File: src/rtl/dmem_pkg.sv
package dmem_pkg;

  localparam int DATA_W    = 8;
  localparam int ADDR_W    = 8;
  localparam int BANK_W    = 2;
  localparam int IDX_W     = 3;
  localparam int POS_W     = $clog2(DATA_W);
  localparam int LOW_AW    = ADDR_W - 1;
  localparam int LOW_DEPTH = 2 ** LOW_AW;

  localparam logic [ADDR_W-1:0] BIT_WIN_BASE = 8'h20;

  typedef logic [DATA_W-1:0] byte_t;
  typedef logic [ADDR_W-1:0] addr_t;

  typedef enum logic [1:0] {
    TGT_NONE = 2'd0,
    TGT_RAM  = 2'd1,
    TGT_XREG = 2'd2
  } tgt_e;

  // upper half of the space is the special-register region
  function automatic logic is_upper(addr_t a);
    return a[ADDR_W-1];
  endfunction

  // byte address of working register idx in bank
  function automatic addr_t reg_home(logic [BANK_W-1:0] bank,
                                     logic [IDX_W-1:0]  idx);
    return addr_t'({bank, idx});
  endfunction

  // byte that holds a given bit address
  function automatic addr_t bit_home(addr_t baddr);
    if (baddr[ADDR_W-1])
      return {baddr[ADDR_W-1:POS_W], {POS_W{1'b0}}};
    return BIT_WIN_BASE + addr_t'(baddr[ADDR_W-2:POS_W]);
  endfunction

  function automatic byte_t bit_mask(logic [POS_W-1:0] pos);
    return byte_t'(1) << pos;
  endfunction

  // replace one bit of a byte, keep the rest
  function automatic byte_t bit_put(byte_t b, logic [POS_W-1:0] pos, logic v);
    return v ? (b | bit_mask(pos)) : (b & ~bit_mask(pos));
  endfunction

endpackage

File: src/rtl/dmem_stack.sv
module dmem_stack
  import dmem_pkg::*;
#(
  parameter addr_t SP_RESET = 8'h07
) (
  input  logic  clk,
  input  logic  rst_n,
  input  logic  push_en,
  input  logic  pop_en,
  output addr_t sp,
  output addr_t sp_inc
);

  assign sp_inc = sp + addr_t'(1);

  always_ff @(posedge clk or negedge rst_n) begin
    if (!rst_n)       sp <= SP_RESET;
    else if (push_en) sp <= sp_inc;
    else if (pop_en)  sp <= sp - addr_t'(1);
  end


  sp_reset_chk: assert property (@(posedge clk) disable iff (!rst_n)
    $rose(rst_n) |-> sp == SP_RESET);


  push_step_chk: assert property (@(posedge clk) disable iff (!rst_n)
    push_en |=> sp == $past(sp) + 8'd1);


  pop_step_chk: assert property (@(posedge clk) disable iff (!rst_n)
    pop_en |=> sp == $past(sp) - 8'd1);


  sp_hold_chk: assert property (@(posedge clk) disable iff (!rst_n)
    (!push_en && !pop_en) |=> $stable(sp));

endmodule

File: src/rtl/dmem_ram.sv
module dmem_ram
  import dmem_pkg::*;
(
  input  logic              clk,
  input  logic              rst_n,
  input  addr_t             acc_addr,
  output byte_t             acc_rdata,
  input  logic [LOW_AW-1:0] ptr_addr,
  output byte_t             ptr_rdata,
  input  logic              we,
  input  logic              bit_mode,
  input  logic [POS_W-1:0]  pos,
  input  byte_t             wbyte,
  input  logic              wbit
);

  byte_t mem [LOW_DEPTH];
  byte_t next_byte;
  byte_t keep_mask;

  assign acc_rdata = mem[acc_addr[LOW_AW-1:0]];
  assign ptr_rdata = mem[ptr_addr];
  assign keep_mask = ~bit_mask(pos);

  // bit writes merge into the byte read in the same cycle
  assign next_byte = bit_mode ? bit_put(acc_rdata, pos, wbit) : wbyte;

  always_ff @(posedge clk or negedge rst_n) begin
    if (!rst_n) begin
      for (int i = 0; i < LOW_DEPTH; i++) mem[i] <= '0;
    end else if (we) begin
      mem[acc_addr[LOW_AW-1:0]] <= next_byte;
    end
  end


  ram_low_chk: assert property (@(posedge clk) disable iff (!rst_n)
    we |-> !acc_addr[ADDR_W-1]);


  bit_keep_chk: assert property (@(posedge clk) disable iff (!rst_n)
    (we && bit_mode) |=>
      ((mem[$past(acc_addr[LOW_AW-1:0])] & $past(keep_mask)) ==
       ($past(acc_rdata) & $past(keep_mask))));

endmodule

File: src/rtl/dmem_resolve.sv
module dmem_resolve
  import dmem_pkg::*;
(
  input  logic              clk,
  input  logic              rst_n,
  input  logic              dir_en,
  input  logic              ind_en,
  input  logic              reg_en,
  input  logic              bit_en,
  input  logic              push_en,
  input  logic              pop_en,
  input  logic              we,
  input  addr_t             addr_in,
  input  logic              ri_sel,
  input  logic [IDX_W-1:0]  reg_idx,
  input  logic [BANK_W-1:0] bank,
  input  byte_t             ptr_data,
  input  addr_t             sp,
  input  addr_t             sp_inc,
  output logic [LOW_AW-1:0] ptr_addr,
  output tgt_e              tgt,
  output addr_t             res_addr,
  output logic              bit_acc,
  output logic [POS_W-1:0]  pos,
  output logic              res_wr
);

  // pointer register of the active bank
  assign ptr_addr = LOW_AW'({bank, {(IDX_W-1){1'b0}}, ri_sel});

  always_comb begin
    tgt      = TGT_NONE;
    res_addr = '0;
    bit_acc  = 1'b0;
    pos      = '0;
    res_wr   = 1'b0;
    if (dir_en) begin
      res_addr = addr_in;
      tgt      = is_upper(addr_in) ? TGT_XREG : TGT_RAM;
      res_wr   = we;
    end else if (ind_en) begin
      res_addr = ptr_data;
      tgt      = is_upper(ptr_data) ? TGT_NONE : TGT_RAM;
      res_wr   = we;
    end else if (reg_en) begin
      res_addr = reg_home(bank, reg_idx);
      tgt      = TGT_RAM;
      res_wr   = we;
    end else if (bit_en) begin
      res_addr = bit_home(addr_in);
      tgt      = is_upper(addr_in) ? TGT_XREG : TGT_RAM;
      bit_acc  = 1'b1;
      pos      = addr_in[POS_W-1:0];
      res_wr   = we;
    end else if (push_en) begin
      res_addr = sp_inc;
      tgt      = is_upper(sp_inc) ? TGT_NONE : TGT_RAM;
      res_wr   = 1'b1;
    end else if (pop_en) begin
      res_addr = sp;
      tgt      = is_upper(sp) ? TGT_NONE : TGT_RAM;
    end
  end


  reg_bank_chk: assert property (@(posedge clk) disable iff (!rst_n)
    reg_en |-> (res_addr[7:5] == 3'b000 && res_addr[4:3] == bank));


  bit_win_chk: assert property (@(posedge clk) disable iff (!rst_n)
    (bit_en && !addr_in[7]) |-> (res_addr >= 8'h20 && res_addr <= 8'h2F));

endmodule

File: src/rtl/dmem_space.sv
module dmem_space
  import dmem_pkg::*;
#(
  parameter logic [7:0] SP_RESET = 8'h07
) (
  input  logic       clk,
  input  logic       rst_n,
  input  logic [7:0] status,
  input  logic       dir_en,
  input  logic       ind_en,
  input  logic       reg_en,
  input  logic       bit_en,
  input  logic       push_en,
  input  logic       pop_en,
  input  logic       wr_en,
  input  logic [7:0] addr,
  input  logic       ri_sel,
  input  logic [2:0] reg_idx,
  input  logic [7:0] wdata,
  input  logic       wbit,
  output logic [7:0] rdata,
  output logic       rbit,
  output logic [7:0] sp,
  output logic       xreg_sel,
  output logic       xreg_we,
  output logic [7:0] xreg_addr,
  output logic [7:0] xreg_wdata,
  input  logic [7:0] xreg_rdata
);

  logic [BANK_W-1:0] bank;
  logic              unused_status;
  addr_t             sp_inc;
  logic [LOW_AW-1:0] ptr_addr;
  byte_t             ptr_rd;
  byte_t             ram_rd;
  tgt_e              tgt;
  addr_t             res_addr;
  logic              bit_acc;
  logic [POS_W-1:0]  pos;
  logic              res_wr;
  logic              ram_we;

  assign bank          = status[4:3];
  assign unused_status = ^{status[7:5], status[2:0]};

  dmem_stack #(.SP_RESET(SP_RESET)) u_stack (
    .clk     (clk),
    .rst_n   (rst_n),
    .push_en (push_en),
    .pop_en  (pop_en),
    .sp      (sp),
    .sp_inc  (sp_inc)
  );

  dmem_resolve u_resolve (
    .clk      (clk),
    .rst_n    (rst_n),
    .dir_en   (dir_en),
    .ind_en   (ind_en),
    .reg_en   (reg_en),
    .bit_en   (bit_en),
    .push_en  (push_en),
    .pop_en   (pop_en),
    .we       (wr_en),
    .addr_in  (addr),
    .ri_sel   (ri_sel),
    .reg_idx  (reg_idx),
    .bank     (bank),
    .ptr_data (ptr_rd),
    .sp       (sp),
    .sp_inc   (sp_inc),
    .ptr_addr (ptr_addr),
    .tgt      (tgt),
    .res_addr (res_addr),
    .bit_acc  (bit_acc),
    .pos      (pos),
    .res_wr   (res_wr)
  );

  assign ram_we = (tgt == TGT_RAM) && res_wr;

  dmem_ram u_ram (
    .clk       (clk),
    .rst_n     (rst_n),
    .acc_addr  (res_addr),
    .acc_rdata (ram_rd),
    .ptr_addr  (ptr_addr),
    .ptr_rdata (ptr_rd),
    .we        (ram_we),
    .bit_mode  (bit_acc),
    .pos       (pos),
    .wbyte     (wdata),
    .wbit      (wbit)
  );

  always_comb begin
    case (tgt)
      TGT_RAM:  rdata = ram_rd;
      TGT_XREG: rdata = xreg_rdata;
      default:  rdata = '0;
    endcase
  end

  assign rbit       = bit_acc & rdata[pos];
  assign xreg_sel   = (tgt == TGT_XREG);
  assign xreg_we    = xreg_sel && res_wr;
  assign xreg_addr  = xreg_sel ? res_addr : '0;
  assign xreg_wdata = !xreg_we ? '0 :
                      bit_acc  ? bit_put(xreg_rdata, pos, wbit) : wdata;


  one_req_chk: assert property (@(posedge clk) disable iff (!rst_n)
    $onehot0({dir_en, ind_en, reg_en, bit_en, push_en, pop_en}));


  idle_quiet_chk: assert property (@(posedge clk) disable iff (!rst_n)
    !(dir_en || ind_en || reg_en || bit_en || push_en || pop_en)
      |-> (!xreg_sel && rdata == 8'h00 && !ram_we));


  dir_upper_chk: assert property (@(posedge clk) disable iff (!rst_n)
    (dir_en && addr[7]) |-> (xreg_sel && !ram_we && xreg_addr == addr));


  ind_high_chk: assert property (@(posedge clk) disable iff (!rst_n)
    (ind_en && ptr_rd[7]) |-> (!ram_we && !xreg_sel && rdata == 8'h00));


  stk_high_chk: assert property (@(posedge clk) disable iff (!rst_n)
    ((push_en && sp_inc[7]) || (pop_en && sp[7])) |-> (!ram_we && rdata == 8'h00));

endmodule

File: config.mk
export PLATFORM = sky130hd
export DESIGN_NAME = dmem_space
export DESIGN_NICKNAME = d
export VERILOG_FILES = /design/src/rtl/dmem_pkg.sv /design/src/rtl/dmem_stack.sv /design/src/rtl/dmem_ram.sv /design/src/rtl/dmem_resolve.sv /design/src/rtl/dmem_space.sv
export SDC_FILE = /design/constraint.sdc
export NUM_CORES = 2
export LEC_CHECK = 0
export ABC_AREA = 1
export BUFFER_PORTS_ARGS = -buffer_cell sky130_fd_sc_hd__buf_2
export CAP_MARGIN = 20
export CORE_MARGIN = 3
export CORE_UTILIZATION = 40
export CTS_CLUSTER_DIAMETER = 30
export DETAILED_ROUTE_END_ITERATION = 8
export RECOVER_POWER = 25
export SYNTH_ARGS = -nofsm -noshare
export SYNTH_HDL_FRONTEND = slang
export SYNTH_SLANG_ARGS = --single-unit
File: constraint.sdc
create_clock -name clk -period 6.2 [get_ports clk]
set_input_delay 0 -clock clk [delete_from_list [all_inputs] [get_ports clk]]
set_output_delay 0 -clock clk [all_outputs]
set_load 0.03 [all_outputs]
# --- Yosys cells after proc, flatten, opt, wreduce, memory -nomap -nowiden ---
# Index checks and enable logic that the tools add are counted.
op_classes:
  n_reduce_logical: 4
  bitwise: 8
  n_eq_ne: 2
  shifts: 1
  magnitude_cmp: 4
  n_mux: 56
  n_addsub: 3
op_table:
  columns: ["op", "n"]
  rows:
  - ["1024-bit bitwise mux", 1]
  - ["8-bit two-way mux", 21]
  - ["8-bit binary-select mux with 7-bit select", 2]
  - ["8-bit demux with 7-bit select", 1]
  - ["1-bit two-way mux", 18]
  - ["8-bit AND", 2]
  - ["8-bit greater-or-equal comparator, second input constant", 2]
  - ["8-bit bitwise OR", 2]
  - ["8-bit case mux with 2 select lines", 1]
  - ["2-bit two-way mux", 7]
  - ["3-bit two-way mux", 4]
  - ["8-bit by 1-bit adder with 8-bit output, second input constant", 1]
  - ["8-bit by 1-bit less-than comparator with 1-bit output, second input constant", 1]
  - ["5-bit NOT with 8-bit output", 1]
  - ["7-bit NOT with 8-bit output", 1]
  - ["8-bit NOT", 1]
  - ["1-bit by 3-bit left shift with 8-bit output, first input constant", 1]
  - ["8-bit by 1-bit subtractor with 8-bit output, second input constant", 1]
  - ["6-bit by 4-bit adder with 7-bit output, first input constant", 1]
  - ["3-bit by 4-bit less-than comparator with 1-bit output, second input constant", 1]
  - ["1-bit binary-select mux with 3-bit select", 1]
  - ["1-bit logical AND", 3]
  - ["2-bit by 1-bit equality test with 1-bit output, second input constant", 1]
  - ["2-bit equality test, second input constant", 1]
  - ["2 further kinds", 2]
word_totals:
  elab_cells: 207
  input_bits: 46
  ff_bits: 1032

# --- Longest topological paths before layout ---
depth:
  depth_word: 18
  depth_mapped: 32
  depth_no_buf: 28

# --- Hierarchy ---
# From an unflattened synthesis, not the netlist that was laid out.
unflattened:
  hier_cells: 10031
  hier_area_um2: 62784.0
by_module_without_submodules:
  columns: ["mod", "area_each_um2", "seq_area_each_um2", "instances", "cells_per_inst"]
  rows:
  - ["dmem_ram", 60858.4, 25624.6, 1, 9664]
  - ["dmem_resolve", 654.4, 0.0, 1, 134]
  - ["dmem_stack", 641.9, 203.9, 1, 98]
  - ["dmem_space", 629.4, 0.0, 1, 135]

# --- Worst setup path before layout ---
# OpenSTA, ideal clock, no wires.
synth_path:
  path_type: "flip-flop to output port"
  from: "register u_stack.sp[2]"
  to: "output port xreg_wdata[0]"
  stages_incl_launch_ff: 16
  slack_ps: 2198
  arrival_ps: 4002
  cell_sequence: "dfstp_2 buf_2 nand3_1 nor2_1 nand4_1 o21ai_0 a21oi_1 o21ai_0 nand2_1 a21oi_1 ha_1 buf_1 clkinv_1 nor2_1 inv_1 a21oi_1"
synth_between:
  elab_chain_cells: 10
synth_lines:
  columns: ["item", "line_no", "text"]
  rows:
  - ["start: declaration", "dmem_stack.sv:10", "output addr_t sp,"]
  - ["start signal: assignment", "dmem_stack.sv:18", "else if (push_en) sp <= sp_inc;"]
  - ["start signal: assignment", "dmem_stack.sv:19", "else if (pop_en) sp <= sp - addr_t'(1);"]
  - ["8-bit by 1-bit adder with 8-bit output", "dmem_stack.sv:14", "assign sp_inc = sp + addr_t'(1);"]
  - ["1-bit two-way mux", "dmem_resolve.sv:57", "tgt = is_upper(sp_inc) ? TGT_NONE : TGT_RAM;"]
  - ["2-bit two-way mux", "dmem_resolve.sv:55", "end else if (push_en) begin"]
  - ["2-bit two-way mux", "dmem_resolve.sv:49", "end else if (bit_en) begin"]
  - ["2-bit two-way mux", "dmem_resolve.sv:45", "end else if (reg_en) begin"]
  - ["2-bit two-way mux", "dmem_resolve.sv:41", "end else if (ind_en) begin"]
  - ["2-bit two-way mux", "dmem_resolve.sv:37", "if (dir_en) begin"]
  - ["2-bit equality test", "dmem_space.sv:106", "assign xreg_sel = (tgt == TGT_XREG);"]
  - ["via xreg_sel", "dmem_space.sv:24", "output logic xreg_sel,"]
  - ["1-bit logical AND", "dmem_space.sv:107", "assign xreg_we = xreg_sel && res_wr;"]
  - ["via xreg_we", "dmem_space.sv:25", "output logic xreg_we,"]
  - ["8-bit two-way mux", "dmem_space.sv:109", "assign xreg_wdata = !xreg_we ? '0 :"]
  - ["end: declaration", "dmem_space.sv:27", "output logic [7:0] xreg_wdata,"]
# The timed path passes the listed nets, and every way through them passes these cells.

# --- Worst setup path after layout ---
layout_path:
  from: "register u_stack.sp[0]"
  to: "output port rbit"
layout_between:
  elab_chain_cells: 14
  word_cells_on_any_way: 23
  classes_between: "1 x add/sub; 2 x eq/ne; 18 x mux; 2 x bitwise"
layout_lines:
  columns: ["item", "line_no", "text"]
  rows:
  - ["8-bit by 1-bit adder with 8-bit output / 8-bit two-way mux (equally long branches)", "dmem_stack.sv:14, dmem_resolve.sv:59", null]
  - ["8-bit two-way mux", "dmem_resolve.sv:55", null]
  - ["8-bit two-way mux", "dmem_resolve.sv:49", null]
  - ["8-bit two-way mux", "dmem_resolve.sv:45", null]
  - ["8-bit two-way mux", "dmem_resolve.sv:41", null]
  - ["8-bit two-way mux", "dmem_resolve.sv:37", null]
  - ["7-bit NOT with 8-bit output (not written as such)", "dmem_ram.sv:21", "assign acc_rdata = mem[acc_addr[LOW_AW-1:0]];"]
  - ["8-bit binary-select mux with 7-bit select", "dmem_ram.sv:21", null]
  - ["8-bit two-way mux (not written as such) (2 in a row)", "dmem_ram.sv:21", null]
  - ["8-bit case mux with 2 select lines *", "dmem_space.sv:98", "case (tgt)"]
  - ["1-bit binary-select mux with 3-bit select *", "dmem_space.sv:105", "assign rbit = bit_acc & rdata[pos];"]
  - ["1-bit two-way mux (not written as such) *", "dmem_space.sv:105", null]
  - ["1-bit AND *", "dmem_space.sv:105", null]
  - ["end: declaration", "dmem_space.sv:22", "output logic rbit,"]
# Every way passes the cells marked *; elsewhere a longest branch is shown, timed or not. The select of a mux whose other input is x is not followed.

==> results.json <==
{
  "max_stage_delay_ps": 890,
  "slew-limit-headroom_pct": -146,
  "yosys-top-cells-area": "dfrtp_1, nand2_1, o21ai_0, inv_1, nor2_1",
  "cp_max_fo": 27,
  "initial_core_util_pct": 40.4,
  "grt_use_total_pct": 26.1,
  "pre_cts_ws_ps": 1100,
  "min_period_ps": 5750,
  "cpLargestDelayFamily": "simple AND/OR/NAND/NOR gates",
  "p_total_w": 0.0229,
  "switching_share_pct": 28.5,
  "rsz0062_at_grt": "false",
  "grt_pass1_wl_um": 276000,
  "p_switching_w": 0.00652,
  "grt_pass1_vias": 46300,
  "cts_buffers": 229,
  "drt_first_pass_iters": 5,
  "post_cts_buffers": 0,
  "clk_path_buf_depth": 3,
  "end_kind": "output pin",
  "p_comb_share_pct": 13.3,
  "worst_pin_slew_ps": 3700,
  "row_count": 132,
  "cts_hold_buf": 15,
  "p_per_area_nw_per_um2": 364,
  "p_int_w": 0.0164,
  "vias": 48500,
  "coreArea_um2": 130000,
  "worstSetupPathType": "register to output pin",
  "min_period_over_period_pct": 92.7,
  "ys_types": 42,
  "die_h_um": 368,
  "arrival_ps": 5750,
  "cp-start-kind": "register",
  "h-tree-depth": 4,
  "syn_inst": 7402,
  "violations": "capacitance limit, slew limit",
  "viasPerCell": 5.16,
  "hp-class": "input pin to register",
  "clk_latency_ps": 840,
  "ir_worst_vdd_v": 0.000331,
  "drtIter0Drc": 5122,
  "ctsResizeCount": 0,
  "detail_route.wl_per_cell_um": 18.9,
  "clock.fmax_mhz": 174,
  "synth_top_cell_area_share_pct": 49.0,
  "synth_area_leader_cell": "dfrtp_1",
  "cts_tree": "yes",
  "gp_congestion": 0.895,
  "numPortBuffers": 74,
  "clock_sinks": 1032,
  "setup-violations-final": 0,
  "layout_setup_ws_ps": 451,
  "drc": 0,
  "cpMostUsedCell": "nand2_1",
  "syn_area_um2": 52600,
  "fin_nets": 7525,
  "avgSynthCellArea_um2": 7.10,
  "status": "finished, violations left",
  "final_util_pct": 48.4,
  "die_w_um": 368,
  "final_cell_mix": "nand2_1, dfrtp_1, o21ai_0",
  "ys_seq_area_share_pct": 49.1,
  "hold_violations": 0,
  "wl_um": 178000,
  "pwr-share-clk_pct": 53.7,
  "slowest_stage": "nor2_4",
  "report.final.slew_viol_count": 596,
  "hold_slack_ps": 69.6,
  "worstPathRequired_ps": 6200,
  "clk_pin_slew_ps": 50,
  "final_common_cell": "nand2_1",
  "grt_overflow": 0,
  "ioPinCount": 81,
  "grt_start_max_net_pins": 175,
  "antenna_found_initial": 1,
  "seqPwrFrac_pct": 33.0,
  "drtAntennaViolNets": 0,
  "skew_ps": 59.2,
  "synth_warnings": 0,
  "synth_nets": 7452,
  "dieArea_um2": 136000,
  "drv_cap": 6,
  "syn2layout_area_growth_pct": 19.8,
  "synth_seq_cells": 1032,
  "root_buffer": "clkbuf_16",
  "drive_above_1_share_pct": 10.2,
  "worst-path-buf-inv": 2,
  "hpwlAfterDp_um": 110000,
  "setup_tns_ps": 0,
  "leakage_nw": 32.0
}
-- registers in the layout, summed over array words and instances, names as in the netlist --
signal,flops
u_stack.sp,8
u_ram.mem,1024
-- layout make-up --
class	instances	area [µm²]
Clock buffer	300	6380
Antenna cell	1	2.50
Multi-Input combinational cell	5372	22500
Tap cell	1742	2180
Fill cell	12700	67000
Sequential cell	1032	25800
Clock inverter	129	1570
Timing Repair Buffer	270	2360
Inverter	570	2150
-- metrics by stage --
step | cells | area (µm²)
2_1_floorplan | 7402 | 52600
3_3_place_gp | 8967 | 54900
3_5_place_dp | 8971 | 54900
4_1_cts | 9415 | 63100
5_1_grt | 9415 | 63000
6_report | 9416 | 63000
-- final timing paths --
kind	slack, ps	depth (start not counted)	from	end
hold / removal	70	8	wbit	u_ram.mem[583]$_DFFE_PN0P_
setup / recovery	450	25	u_stack.sp[0]$_DFFE_PN1P_	rbit
min in group asynchronous	1290	4	rst_n	u_ram.mem[248]$_DFFE_PN0P_
max in group asynchronous	1290	4	rst_n	u_stack.sp[7]$_DFFE_PN0P_
setup reg to reg	710	23	u_stack.sp[0]$_DFFE_PN1P_	u_ram.mem[588]$_DFFE_PN0P_
hold reg to reg	470	2	u_ram.mem[735]$_DFFE_PN0P_	u_ram.mem[735]$_DFFE_PN0P_
-- power by group through the flow --
stage	Sequential (W)	Clock (W)	Combinational, W
floorplan	0.00761	0	0.00185
global placement	0.00763	0	0.00297
detailed placement	0.00764	0	0.00299
CTS	0.00755	0.0124	0.00303
global route	0.00760	0.0128	0.00336
finish	0.00755	0.0123	0.00305
-- cell usage after synthesis (all sizes together) --
library cell	count
nand2	3655
o21ai	1056
dfrtp	1029
inv	559
nor2	311
buf	283
clkbuf	145
nand3	119
nor3	83
a21oi	62
a31oi	31
nand4	24
clkinv	11
o211ai	9
a21boi	5
ha	4
dfstp	3
nor4	3
a211oi	1
a311oi	1
a32o	1
and2	1
mux2i	1
o21bai	1
o221ai	1
o22ai	1
o311ai	1
xor2	1
-- metal layers --
layer | track usage, % | vias to the layer above | share of wire, %
met5 | 0 | - | 0
met4 | 10.4 | 0 | 3.6
met3 | 5.10 | 363 | 7.8
met2 | 40.0 | 1842 | 45
met1 | 36.2 | 23100 | 44
li1 | - | 23200 | -
-- worst reg2reg max path, cell delays in order, from the launching register on --
cell,delay [ps]
dfstp_1,600
ha_1,240
nand2_1,90
nand3_1,120
o21ai_0,140
nand2_1,90
nand3_1,110
nand3_2,250
nand2_4,230
nor2_4,900
buf_4,460
nand2_1,100
nand2_1,100
nor2_1,50
nor2_1,300
a21oi_1,100
nand2_1,140
nor2_1,90
nand3_1,170
nand2_1,70
a21oi_1,220
a21oi_4,110
dlygate4sd3_1,610
o21ai_0,150
-- cells by family (layout without fill, tap and decap cells) --
logic type	after synthesis	count (layout)	synth area share, %
AND/OR/NAND/NOR	4196	4196	30.9
multiplexers	1	1	0.0190
flip-flops	1032	1032	49.1
other	0	1	0
AO/OA/AOI/OAI	1170	1170	11.5
XOR/XNOR	1	1	0.0167
adder cells (fa/ha/maj)	4	4	0.0952
buffers and inverters	998	1269	8.32
Note: power is estimated with default switching activity, not from simulation.
